**config.mk**
```make
export PLATFORM = sky130hd
export DESIGN_NAME = lcd_com_scan
export DESIGN_NICKNAME = d
export VERILOG_FILES = /design/src/rtl/lcd_scan_pkg.sv /design/src/rtl/lcd_row_timer.sv /design/src/rtl/lcd_row_seq.sv /design/src/rtl/lcd_com_decode.sv /design/src/rtl/lcd_blink_timer.sv /design/src/rtl/lcd_com_scan.sv
export SDC_FILE = /design/constraint.sdc
export NUM_CORES = 1
export LEC_CHECK = 0
export BUFFER_PORTS_ARGS = -buffer_cell sky130_fd_sc_hd__buf_2
export CORE_MARGIN = 4
export CORE_UTILIZATION = 45
export DETAILED_ROUTE_END_ITERATION = 8
export GPL_ROUTABILITY_DRIVEN = 0
export PLACE_DENSITY_LB_ADDON = 0.2
export SYNTH_ARGS = -nofsm -noshare
export SYNTH_HDL_FRONTEND = slang
export SYNTH_SLANG_ARGS = --single-unit
```
**constraint.sdc**
```tcl
create_clock -name clk_i -period 4.1 [get_ports clk_i]
set_input_delay 0.82 -clock clk_i [delete_from_list [all_inputs] [get_ports clk_i]]
set_output_delay 0.82 -clock clk_i [all_outputs]
set_load 0.03 [all_outputs]
```
**src/rtl/lcd_scan_pkg.sv**
```systemverilog
package lcd_scan_pkg;
  typedef enum logic {
    DUTY_SHORT = 1'b0,
    DUTY_LONG  = 1'b1
  } duty_e;
endpackage

```
**src/rtl/lcd_row_timer.sv**
```systemverilog
module lcd_row_timer #(
  parameter int unsigned ROW_CYCLES = 110
) (
  input  logic clk_i,
  input  logic rst_ni,
  input  logic osc_tick_i,
  output logic row_end_o
);
  localparam int unsigned CNT_W = (ROW_CYCLES > 1) ? $clog2(ROW_CYCLES) : 1;
  localparam logic [CNT_W-1:0] CNT_LAST = CNT_W'(ROW_CYCLES - 1);

  logic [CNT_W-1:0] cnt_q;

  assign row_end_o = osc_tick_i && (cnt_q == CNT_LAST);

  always_ff @(posedge clk_i or negedge rst_ni) begin
    if (!rst_ni) begin
      cnt_q <= '0;
    end else if (osc_tick_i) begin
      if (cnt_q == CNT_LAST) cnt_q <= '0;
      else                   cnt_q <= cnt_q + 1'b1;
    end
  end

  p_cnt_range_r2: assert property (@(posedge clk_i) disable iff (!rst_ni)
    cnt_q <= CNT_LAST);
  p_cnt_hold_r2: assert property (@(posedge clk_i) disable iff (!rst_ni)
    !osc_tick_i |=> $stable(cnt_q));
endmodule

```
**src/rtl/lcd_row_seq.sv**
```systemverilog
module lcd_row_seq
  import lcd_scan_pkg::*;
#(
  parameter int unsigned NUM_COM   = 21,
  parameter int unsigned SHORT_COM = 14,
  parameter int unsigned ROW_W     = 5
) (
  input  logic             clk_i,
  input  logic             rst_ni,
  input  logic             row_end_i,
  input  duty_e            duty_req_i,
  output logic [ROW_W-1:0] row_o,
  output duty_e            duty_o,
  output logic             frame_inv_o
);
  localparam logic [ROW_W-1:0] LAST_LONG  = ROW_W'(NUM_COM + 1);
  localparam logic [ROW_W-1:0] LAST_SHORT = ROW_W'(SHORT_COM + 1);

  logic [ROW_W-1:0] row_q;
  logic [ROW_W-1:0] last_row;
  duty_e            duty_q;
  logic             inv_q;
  logic             frame_end;

  assign last_row  = (duty_q == DUTY_LONG) ? LAST_LONG : LAST_SHORT;
  assign frame_end = row_end_i && (row_q == last_row);

  always_ff @(posedge clk_i or negedge rst_ni) begin
    if (!rst_ni) begin
      row_q  <= '0;
      duty_q <= DUTY_LONG;
      inv_q  <= 1'b0;
    end else if (frame_end) begin
      row_q  <= '0;
      duty_q <= duty_req_i;
      inv_q  <= ~inv_q;
    end else if (row_end_i) begin
      row_q  <= row_q + 1'b1;
    end
  end

  assign row_o       = row_q;
  assign duty_o      = duty_q;
  assign frame_inv_o = inv_q;

  p_row_range_r3: assert property (@(posedge clk_i) disable iff (!rst_ni)
    row_q <= last_row);
  p_row_hold_r2: assert property (@(posedge clk_i) disable iff (!rst_ni)
    !row_end_i |=> $stable(row_q) && $stable(inv_q));
  p_row_step_r3: assert property (@(posedge clk_i) disable iff (!rst_ni)
    (row_end_i && row_q != last_row) |=> (row_q == $past(row_q) + 1'b1) && $stable(inv_q));
  p_wrap_r8: assert property (@(posedge clk_i) disable iff (!rst_ni)
    (row_end_i && row_q == last_row) |=> (row_q == '0) && (inv_q != $past(inv_q)));
  p_duty_at_wrap_r5: assert property (@(posedge clk_i) disable iff (!rst_ni)
    !$stable(duty_q) |-> row_q == '0);
endmodule

```
**src/rtl/lcd_com_decode.sv**
```systemverilog
module lcd_com_decode
  import lcd_scan_pkg::*;
#(
  parameter int unsigned NUM_COM   = 21,
  parameter int unsigned SHORT_COM = 14,
  parameter int unsigned ROW_W     = 5
) (
  input  logic               [ROW_W-1:0] row_i,
  input  duty_e                          duty_i,
  input  logic                           pd_i,
  output logic [NUM_COM+1:0]             sel_o
);
  localparam logic [ROW_W-1:0] LAST_LONG  = ROW_W'(NUM_COM + 1);
  localparam logic [ROW_W-1:0] LAST_SHORT = ROW_W'(SHORT_COM + 1);

  logic [NUM_COM+1:0] raw;
  logic               is_long;

  assign is_long = (duty_i == DUTY_LONG);

  assign raw[0] = (row_i == '0);
  assign raw[NUM_COM+1] = is_long ? (row_i == LAST_LONG) : (row_i == LAST_SHORT);

  for (genvar k = 1; k <= NUM_COM; k++) begin : g_text
    if (k <= SHORT_COM) begin : g_both
      assign raw[k] = (row_i == ROW_W'(k));
    end else begin : g_long_only
      assign raw[k] = is_long && (row_i == ROW_W'(k));
    end
  end

  assign sel_o = pd_i ? '0 : raw;
endmodule

```
**src/rtl/lcd_blink_timer.sv**
```systemverilog
module lcd_blink_timer #(
  parameter int unsigned BLINK_TICKS = 100000
) (
  input  logic clk_i,
  input  logic rst_ni,
  input  logic osc_tick_i,
  output logic blink_o
);
  localparam int unsigned BW = (BLINK_TICKS > 1) ? $clog2(BLINK_TICKS) : 1;
  localparam logic [BW-1:0] B_LAST = BW'(BLINK_TICKS - 1);

  logic [BW-1:0] cnt_q;
  logic          ph_q;

  always_ff @(posedge clk_i or negedge rst_ni) begin
    if (!rst_ni) begin
      cnt_q <= '0;
      ph_q  <= 1'b0;
    end else if (osc_tick_i) begin
      if (cnt_q == B_LAST) begin
        cnt_q <= '0;
        ph_q  <= ~ph_q;
      end else begin
        cnt_q <= cnt_q + 1'b1;
      end
    end
  end

  assign blink_o = ph_q;

  p_blink_tick_r9: assert property (@(posedge clk_i) disable iff (!rst_ni)
    !osc_tick_i |=> $stable(ph_q));
  p_blink_range_r9: assert property (@(posedge clk_i) disable iff (!rst_ni)
    cnt_q <= B_LAST);
endmodule

```
**src/rtl/lcd_com_scan.sv**
```systemverilog
module lcd_com_scan
  import lcd_scan_pkg::*;
#(
  parameter int unsigned NUM_COM     = 21,
  parameter int unsigned SHORT_COM   = 14,
  parameter int unsigned ROW_CYCLES  = 110,
  parameter int unsigned BLINK_TICKS = 100000
) (
  input  logic                             clk_i,
  input  logic                             rst_ni,
  input  logic                             osc_tick_i,
  input  logic                             duty_long_i,
  input  logic                             power_down_i,
  output logic [NUM_COM+1:0]               com_sel_o,
  output logic [$clog2(NUM_COM+2)-1:0]     row_idx_o,
  output logic                             frame_inv_o,
  output logic                             blink_o
);
  localparam int unsigned ROW_W = $clog2(NUM_COM + 2);

  logic             row_end;
  logic [ROW_W-1:0] row;
  duty_e            duty_act;

  lcd_row_timer #(.ROW_CYCLES(ROW_CYCLES)) u_timer (
    .clk_i      (clk_i),
    .rst_ni     (rst_ni),
    .osc_tick_i (osc_tick_i),
    .row_end_o  (row_end)
  );

  lcd_row_seq #(.NUM_COM(NUM_COM), .SHORT_COM(SHORT_COM), .ROW_W(ROW_W)) u_seq (
    .clk_i       (clk_i),
    .rst_ni      (rst_ni),
    .row_end_i   (row_end),
    .duty_req_i  (duty_e'(duty_long_i)),
    .row_o       (row),
    .duty_o      (duty_act),
    .frame_inv_o (frame_inv_o)
  );

  lcd_com_decode #(.NUM_COM(NUM_COM), .SHORT_COM(SHORT_COM), .ROW_W(ROW_W)) u_dec (
    .row_i  (row),
    .duty_i (duty_act),
    .pd_i   (power_down_i),
    .sel_o  (com_sel_o)
  );

  lcd_blink_timer #(.BLINK_TICKS(BLINK_TICKS)) u_blink (
    .clk_i      (clk_i),
    .rst_ni     (rst_ni),
    .osc_tick_i (osc_tick_i),
    .blink_o    (blink_o)
  );

  assign row_idx_o = row;

  p_onehot_r6: assert property (@(posedge clk_i) disable iff (!rst_ni)
    !power_down_i |-> $countones(com_sel_o) == 1);
  p_pd_off_r7: assert property (@(posedge clk_i) disable iff (!rst_ni)
    power_down_i |-> com_sel_o == '0);
  p_lead_icon_r3: assert property (@(posedge clk_i) disable iff (!rst_ni)
    (row == '0 && !power_down_i) |-> com_sel_o[0]);
  p_short_mask_r4: assert property (@(posedge clk_i) disable iff (!rst_ni)
    (duty_act == DUTY_SHORT) |-> com_sel_o[NUM_COM:SHORT_COM+1] == '0);
endmodule

```
## Yosys cells after proc, flatten, opt, wreduce, memory -nomap -nowiden

Index checks and enable logic that the tools add are counted.

- $add $sub $neg: 3
- $mul: 0
- Divide/modulo/power cells: 0
- Order comparisons: 0
- Equality and inequality tests: 25
- Shift operators: 0
- Multiplexer cells: 7
- Bitwise gates (word level): 2
- Reductions and logical operators: 12

Operator list:

| cell | number |
|---|---|
| $eq 5x4->1 const B | 8 |
| $eq 5x5->1 const B | 7 |
| $mux 23 | 1 |
| $eq 5x3->1 const B | 4 |
| $add 17x1->17 const B | 1 |
| $eq 17x17->1 const B | 1 |
| $mux 17 | 1 |
| $mux 5 | 3 |
| $eq 5x2->1 const B | 2 |
| $logic_and 1x1->1 | 9 |
| $add 7x1->7 const B | 1 |
| $eq 7x7->1 const B | 1 |
| $mux 7 | 1 |
| $add 5x1->5 const B | 1 |
| $eq 5x1->1 const B | 1 |
| $eq 5x5->1 | 1 |
| $logic_not 5->1 | 1 |
| $not 1->1 | 2 |
| $reduce_and 2->1 | 1 |
| $reduce_bool 2->1 | 1 |
| $mux 1 | 1 |

- Register bits: 32
- Bits in latches: 0
- RAM bits: 0
- Memory bits (read-only): 0
- Bits of input ports: 5
- Output and inout bits: 30
- Memories: 0

## Depth between registers and ports, before layout

Gate-level depths: netlist of the first run.

- Word-level depth: 4
- Gate-level depth with buffers: 7
- Gate-level depth less buffers: 6

## By module

From an unflattened synthesis of the first run, not the netlist that was laid out.

- Cell total of the unflattened synthesis: 214
- Area total of the unflattened synthesis: 1981.9 µm²

By module, submodules not included:

| module | times used | cells each | area an instance (µm²) | sequential area each (µm²) |
|---|---|---|---|---|
| lcd_blink_timer | 1 | 86 | 932.1 | 450.4 |
| lcd_row_timer | 1 | 45 | 419.2 | 175.2 |
| lcd_row_seq | 1 | 38 | 395.4 | 176.4 |
| lcd_com_decode | 1 | 45 | 235.2 | 0.0 |

## Worst setup path after synthesis of the first run

No wires, ideal clock.

- Kind: input to output
- From: input port power_down_i
- To: output port com_sel_o[0]
- Data arrival time: 1.774 ns
- Setup slack: 1.506 ns
- Stages on the path: 3
- Cells stage by stage: nor2_1 > nand2_1 > nor3_1

- Longest elaborated chain between the ends: 1

Ends and longest elaborated chain:

| item | RTL line | source |
|---|---|---|
| start: declaration | lcd_com_scan.sv:13 | `input logic power_down_i,` |
| $mux 23 | lcd_com_decode.sv:32 | `assign sel_o = pd_i ? '0 : raw;` |
| end: declaration | lcd_com_scan.sv:14 | `output logic [NUM_COM+1:0] com_sel_o,` |

Every way passes these cells.

## Worst setup path in the final report of the first run

- From: input port power_down_i
- To: output port com_sel_o[19]

Same word-level chain as after synthesis.

==> impl_results.md, run 1 <==
* H-tree level count at 2
* CP required at between 3000 and 4000 ps
* Number of inserted diodes at 0
* Sequence of cells on the critical path: buf_2, nand3b_1, nor3_1, and2_1, buf_2
* Final cycle utilization of the critical path at a little over three fifths
* Cts bufs inserted at 5
* Routed wire per std cell at 12.3 um
* Fill cells at between 300 and 400
* Worst-path maximum fanout at 4
* Gate Count Post-Synth at 210
* Detail Route Antenna Nets at 0
* Launching element of the worst setup path: power_down_i
* Result of the run: finished clean
* Total of flip-flops plus latches after synthesis at 32
* Top achievable clock speed at a little under 0.4 GHz
* Buffer count from post-CTS setup fixing at 0
* Worst setup slack after placement at between 1500 and 2000 ps
* Syn Std Cell Area at about 0.0019 sq mm
* FF/Latch Area at around 800 sq um
* Placeable core region at just over 0.004 sq mm
* # hold bufs at CTS at 0
* Via count of the first global-routing pass at about 1300
* Number of flops mapped to enable cells by yosys at 0
* Cell depth of the worst setup path at 5
* Largest net degree at the start of global routing at 33
* Ys flop type: dfrtp_1
* Via Count at roughly 1500
* Wire length of the first global-routing pass at between 5000 and 6000 um
* Drt via density at around 5.2
* Insertion delay to the later sink of the worst-skew pair at between 200 and 300 ps
* Number of maximum-capacitance constraint violations at 0
* Maximum VDD drop at around 0.28 mV
* TritonCTS clock tree: done
* Reg clk slew, reported paths at roughly 60 ps
* Slew at the pin closest to its max-slew limit at 713 ps
* CP Capture Point: com_sel_o[19]
* Combined area of the multi-input logic cells at ~0.0010 sq mm
* Type of the tightest min-delay check: reg -> reg
* Nets@finish at around 260
* Async set-reset flop share out of synthesis at 100%
* Mean instance size in the synthesized netlist at 8.95 sq um
* Endpoint of the lowest-slack register-to-register path: u_seq.duty_o
* Leading cell types by total area after synthesis: dfrtp_1, ha_1, xnor2_1, nor2_1, nand2_1
* Cell count of the worst reg-to-reg path at 6
* Number of failing hold endpoints at the final stage at 0
* Max Root-Sink Buffers at 2
* Initial core utilization at about 47%
* Congestion Overflow GR at 0
* Number of antenna violations at the first check in global routing at 0
* Y dimension of the die at 72.6 um
* Placement row count at 23
* Slew Limit Fails at 0
* Arr. time, crit path at around 1800 ps
* Leakage at about 0.0010 uW
* Share of synthesized area occupied by flip-flops and latches at between 40% and 50%
* Minimum clock period after layout at 2580 ps
* Top-level port count at 35
* HPWL after DPL at around 2700 um
* Number of buffer and inverter stages on the critical path at 2
* Die width at a little over 70 um
* Number of cells upsized or downsized after cts at 0
* Share of cells above drive strength 1 at 19.2%
* Max-Slew Margin vs Limit at a little over half
* Setup Crit Path Kind: in -> out
* Launch instance of the worst register-to-register path: u_timer.cnt_q[1]
* Area Overhead vs Synth at 16.2%
* 1st-pass router iterations at 4
* Library cell used as clock root buffer: clkbuf_8
* Crit end category: output pin
* Crit path top cell by count: buf_2
* Startpoint type of the worst setup path: input port
* Area fraction of the dominant cell type after synthesis at between 40% and 50%
* P per Cell Area at about 400 mW/mm^2
* Crit-path slowest cell: nor3_1
* Count of input and output buffers at 34
* Setup total negative slack at 0 ps
* Reg-to-reg slack, setup at about 2300 ps
* Final worst clock skew at 5.44 ps
* Setup repair after global routing missed its margin: no
* Share of the core filled with cells in the final layout at 54.2%
* Detailed Route Iter0 Violations at 56
* Count of endpoints failing setup in the final report at 0
* Final worst setup slack at roughly 1500 ps
* Stage delay of the slowest cell on the critical path at around 280 ps
* Die ar. at 0.00527 sq mm
* Number of synthesis warnings at 0
* Cell type with the largest total area after synthesis: dfrtp_1
* TritonCTS sink count at 32
* Number of distinct library cells after synthesis at 37
* Cell type group with the largest total delay on the critical path: simple AND/OR/NAND/NOR gates
* Total track usage at between 10% and 20%
* Post-Syn Nets at between 200 and 250
* Final routed wirelength across all metal layers at ~3600 um
* Residual DRC count at 0
## how the worst min path moves through the flow
stage / start / end / slack, ps / cells past startpoint
after floorplan: u_blink.cnt_q[12] / u_blink.cnt_q[12] / 470 / 1
after global placement: u_blink.blink_o / u_blink.blink_o / 450 / 1
after detailed placement: u_blink.blink_o / u_blink.blink_o / 460 / 1
after CTS: u_blink.blink_o / u_blink.blink_o / 470 / 1
after global routing: u_seq.frame_inv_o / u_seq.frame_inv_o / 490 / 1
final: u_blink.blink_o / u_blink.blink_o / 470 / 1
## synth_stat cells (3+ instances only)
| library cell | instances |
|---|---|
| and2_1 | 7 |
| nand2_1 | 17 |
| nand2b_1 | 5 |
| nand4_1 | 9 |
| inv_1 | 9 |
| o21ai_0 | 9 |
| o22ai_1 | 3 |
| nor3_1 | 9 |
| dfrtp_1 | 31 |
| nand3_1 | 11 |
| and3_1 | 4 |
| a21oi_1 | 6 |
| nor2_1 | 27 |
| or3_1 | 3 |
| ha_1 | 9 |
| xor2_1 | 3 |
| nor3b_1 | 3 |
| nor4_1 | 4 |
| xnor2_1 | 12 |
| clkbuf_1 | 6 |
## layout make-up
| cell class | instances | share of cell area (%) |
|---|---|---|
| repair buffers | 34 | 7.79 |
| multi-input cells | 162 | 46.5 |
| clock buffers | 8 | 4.58 |
| well taps | 50 | 2.86 |
| flip-flops and latches | 32 | 36.7 |
| inverters | 9 | 1.55 |
## cell families (layout without fill, tap and decap cells)
kind of cell	Yosys count	in the layout	synth area share, %
AOI/OAI and AO/OA	24	24	7.46
xor gates and xnor gates	15	15	6.99
adders and majority gates	9	9	5.99
buffers and inverters	16	51	3.26
DFF	32	32	42.7
muxes	1	1	0.599
and+or+nand+nor	113	113	33.0
## sequential cells by signal, summed over array words and instances (netlist names)
signal,count
u_blink.cnt_q,17
u_timer.cnt_q,7
u_seq.row_o,5
u_blink.blink_o,1
u_seq.duty_o,1
u_seq.frame_inv_o,1
## layout by cell type (no fill, tap or decap), types with 11 or more instances in the layout
cell type / Yosys / layout
buf_2: 1 / 34
dfrtp_1: 31 / 31
nor2_1: 27 / 27
nand2_1: 17 / 17
xnor2_1: 12 / 12
nand3_1: 11 / 11
## where the power goes
part	total (uW)	leakage (uW)	switching, uW	internal [uW]
registers	461	0.000397	85.6	376
logic	141	0.000594	69.8	70.8
clock network	260	0.0000515	107	153
## per-stage QoR
| stage | power [uW] | area, sq um | hold slack, ps | instances |
|---|---|---|---|---|
| after floorplan | 566 | 1880 | 467 | 210 |
| after detailed placement | 607 | 2080 | 455 | 287 |
| after CTS | 877 | 2180 | 469 | 295 |
| final | 862 | 2180 | 466 | 295 |
| after global placement | 605 | 2080 | 452 | 287 |
| after global routing | 924 | 2180 | 492 | 295 |
## per-layer routing
metal / vias up / wire (um) / track usage [%]
met5: - / 0 / 0
met4: 0 / 55 / 6.56
met3: 7 / 283 / 4.41
met2: 39 / 1560 / 22.6
met1: 678 / 1720 / 18.0
li1: 801 / - / -
(Power assumes the default switching activity.)
==> run 2: changes to the inputs <==
Clock period 4.1 ns to 2.2 ns, I/O delays scaled along.
==> run 2 against run 1 <==
Routed wire length grew 3.4%. Clock skew grew 3.6 ps. Highest routed layer unchanged. Sequential cell count is the same. Final cell count is 2.0% higher. Clock power rose by 110%. Sequential power increased by 86%. Via count rose by 3.7%. Global-route usage grew 1.2 points. Non-clock buffer count increased by 6. Count of clock-buffer cells in the layout fell by 2. Register-to-register slack worse by 1800 ps. Setup slack got worse by 1400 ps.
==> impl_results.md, run 2 (synthesized netlist as in run 1, its figures left out) <==
* Result of the run: finished clean (unchanged)
* Residual DRC count at 0 (unchanged)
* CP required at 1760 ps (was 3280 ps)
* Max Root-Sink Buffers at 2 (unchanged)
* Reg clk slew, reported paths at 70 ps (was 60 ps)
* Max-Slew Margin vs Limit at 53.3% (was 52.1%)
* Count of endpoints failing setup in the final report at 0 (unchanged)
* Drt via density at 5.25 (was 5.17)
* Die ar. at 0.00527 sq mm (unchanged)
* Top-level port count at 35 (unchanged)
* Slew Limit Fails at 0 (unchanged)
* Library cell used as clock root buffer: clkbuf_8 (unchanged)
* Most frequent cells in the layout: buf_2, dfrtp_1, nor2_1 (unchanged)
* Setup Crit Path Kind: reg -> out (was in -> out)
* # hold bufs at CTS at 0 (unchanged)
* Fill cells at 381 (was 366)
* Most common cell after layout, fill and taps aside: buf_2 (unchanged)
* Share of the core filled with cells in the final layout at 55.7% (was 54.2%)
* Wire length of the first global-routing pass at 6550 um (was 5970 um)
* Placeable core region at 0.00403 sq mm (unchanged)
* Top achievable clock speed at 0.473 GHz
* Minimum clock period after layout at 2110 ps
* H-tree level count at 2 (unchanged)
* Detailed Route Iter0 Violations at 74 (was 56)
* Type of the tightest min-delay check: in -> async (was reg -> reg)
* Number of inserted diodes at 0 (unchanged)
* Final routed wirelength across all metal layers at 3750 um (was 3620 um)
* 1st-pass router iterations at 4 (unchanged)
* Slew at the pin closest to its max-slew limit at 701 ps (was 713 ps)
* Number of antenna violations at the first check in global routing at 0 (unchanged)
* Setup total negative slack at 0 ps (unchanged)
* Insertion delay to the later sink of the worst-skew pair at 290 ps (was 280 ps)
* Register with the highest flop count: u_blink.cnt_q (unchanged)
* Detail Route Antenna Nets at 0 (unchanged)
* Share of cells above drive strength 1 at 22.7% (was 19.2%)
* Total track usage at 15.6% (was 14.3%)
* Final cycle utilization of the critical path at a little over nine tenths
* TritonCTS clock tree: done (unchanged)
* Y dimension of the die at 72.6 um (unchanged)
* Setup repair after global routing missed its margin: no (unchanged)
* FF/Latch Area at 806 sq um (was 802 sq um)
* Cts bufs inserted at 5 (unchanged)
* Combined area of the multi-input logic cells at 0.00102 sq mm (about the same)
* Largest register FFs at 17 (unchanged)
* P per Cell Area at 746 mW/mm^2 (was 394 mW/mm^2)
* HPWL after DPL at 2740 um (was 2670 um)
* Count of input and output buffers at 34 (unchanged)
* Leakage at 0.00108 uW (was 0.00104 uW)
* Maximum VDD drop at 0.477 mV (was 0.279 mV)
* Largest net degree at the start of global routing at 33 (unchanged)
* Final worst clock skew at 8.99 ps (was 5.44 ps)
* Routed wire per std cell at 12.4 um (was 12.3 um)
* Placement row count at 23 (unchanged)
* Number of maximum-capacitance constraint violations at 0 (unchanged)
* Arr. time, crit path at 1670 ps (was 1760 ps)
* Via Count at 1581 (was 1525)
* Via count of the first global-routing pass at 1481 (was 1338)
* Number of failing hold endpoints at the final stage at 0 (unchanged)
* Die width at 72.6 um (unchanged)
* Initial core utilization at 46.6% (unchanged)
* Crit end category: output pin (unchanged)
* Worst-path maximum fanout at 8 (was 4)
* Area Overhead vs Synth at 19.5% (was 16.2%)
* Startpoint type of the worst setup path: register (was input port)
* Congestion Overflow GR at 0 (unchanged)
* TritonCTS sink count at 32 (unchanged)
* Nets@finish at 264 (was 258)
run 2: changes by cell type in the layout (fill, tap and decap cells not counted):
cell / previous run / this run
dfrtp_2: 0 / 3
dfrtp_1: 31 / 28
clkinv_2: 0 / 1
nor3_1: 9 / 8
nor3_2: 0 / 1
buf_4: 0 / 6
clkbuf_8: 7 / 5
bufinv_16: 0 / 1
run 2: worst paths after layout:
path,startpoint,to,slack [ps],cells past startpoint
worst min-delay path,rst_ni,u_timer.cnt_q[1],200,1
worst max-delay path,u_seq.row_o[0],com_sel_o[15],90,5
max in group asynchronous,rst_ni,u_seq.row_o[2],1510,1
min in group clk_i,duty_long_i,u_seq.duty_o,390,2
worst max register to register,u_timer.cnt_q[1],u_seq.duty_o,410,6
worst min register to register,u_blink.blink_o,u_blink.blink_o,470,1
run 2: power breakdown:
| group | internal, uW | switching [uW] | total, uW |
|---|---|---|---|
| logic | 135 | 131 | 266 |
| clock network | 336 | 216 | 551 |
| registers | 700 | 158 | 858 |
run 2: layout make-up:
class | count | area share, %
multi-input cells | 162 | 45.5
repair buffers | 40 | 9.58
clock inverters | 2 | 1.56
flip-flops and latches | 32 | 35.9
inverters | 9 | 1.50
well taps | 50 | 2.79
clock buffers | 6 | 3.23
run 2: what timing repair did:
action / 4_1_cts / 5_1_grt
gates resized for setup: 0 / 4
hold endpoints to repair: 0 / 0
endpoints found under the setup margin: 0 / 8
setup buffers: 0 / 2
run 2: critical path, cell delays in order, from the launching register on:
cell and delay [ps]:
dfrtp_2 450, ha_1 230, and3_1 180, ha_1 190
and3b_1 170, buf_2 170
run 2: per-stage QoR:
stage               instances  power, uW  hold slack, ps  instance area [sq um]  setup WS, ps
floorplan                 210       1060             144                   1880          60.0
global placement          291       1130             456                   2110           367
detailed placement        291       1140             456                   2110           343
CTS                       299       1700             224                   2220          15.4
global route              301       1800             255                   2250          2.56
finish                    301       1680             197                   2250          87.7
run 2: per-layer routing:
layer / wire length (um) / global-route usage [%] / vias to the layer above
met5: 0 / 0 / -
met4: 52 / 5.94 / 0
met2: 1670 / 24.7 / 43
li1: - / - / 815
met1: 1750 / 20.1 / 717
met3: 266 / 4.55 / 6
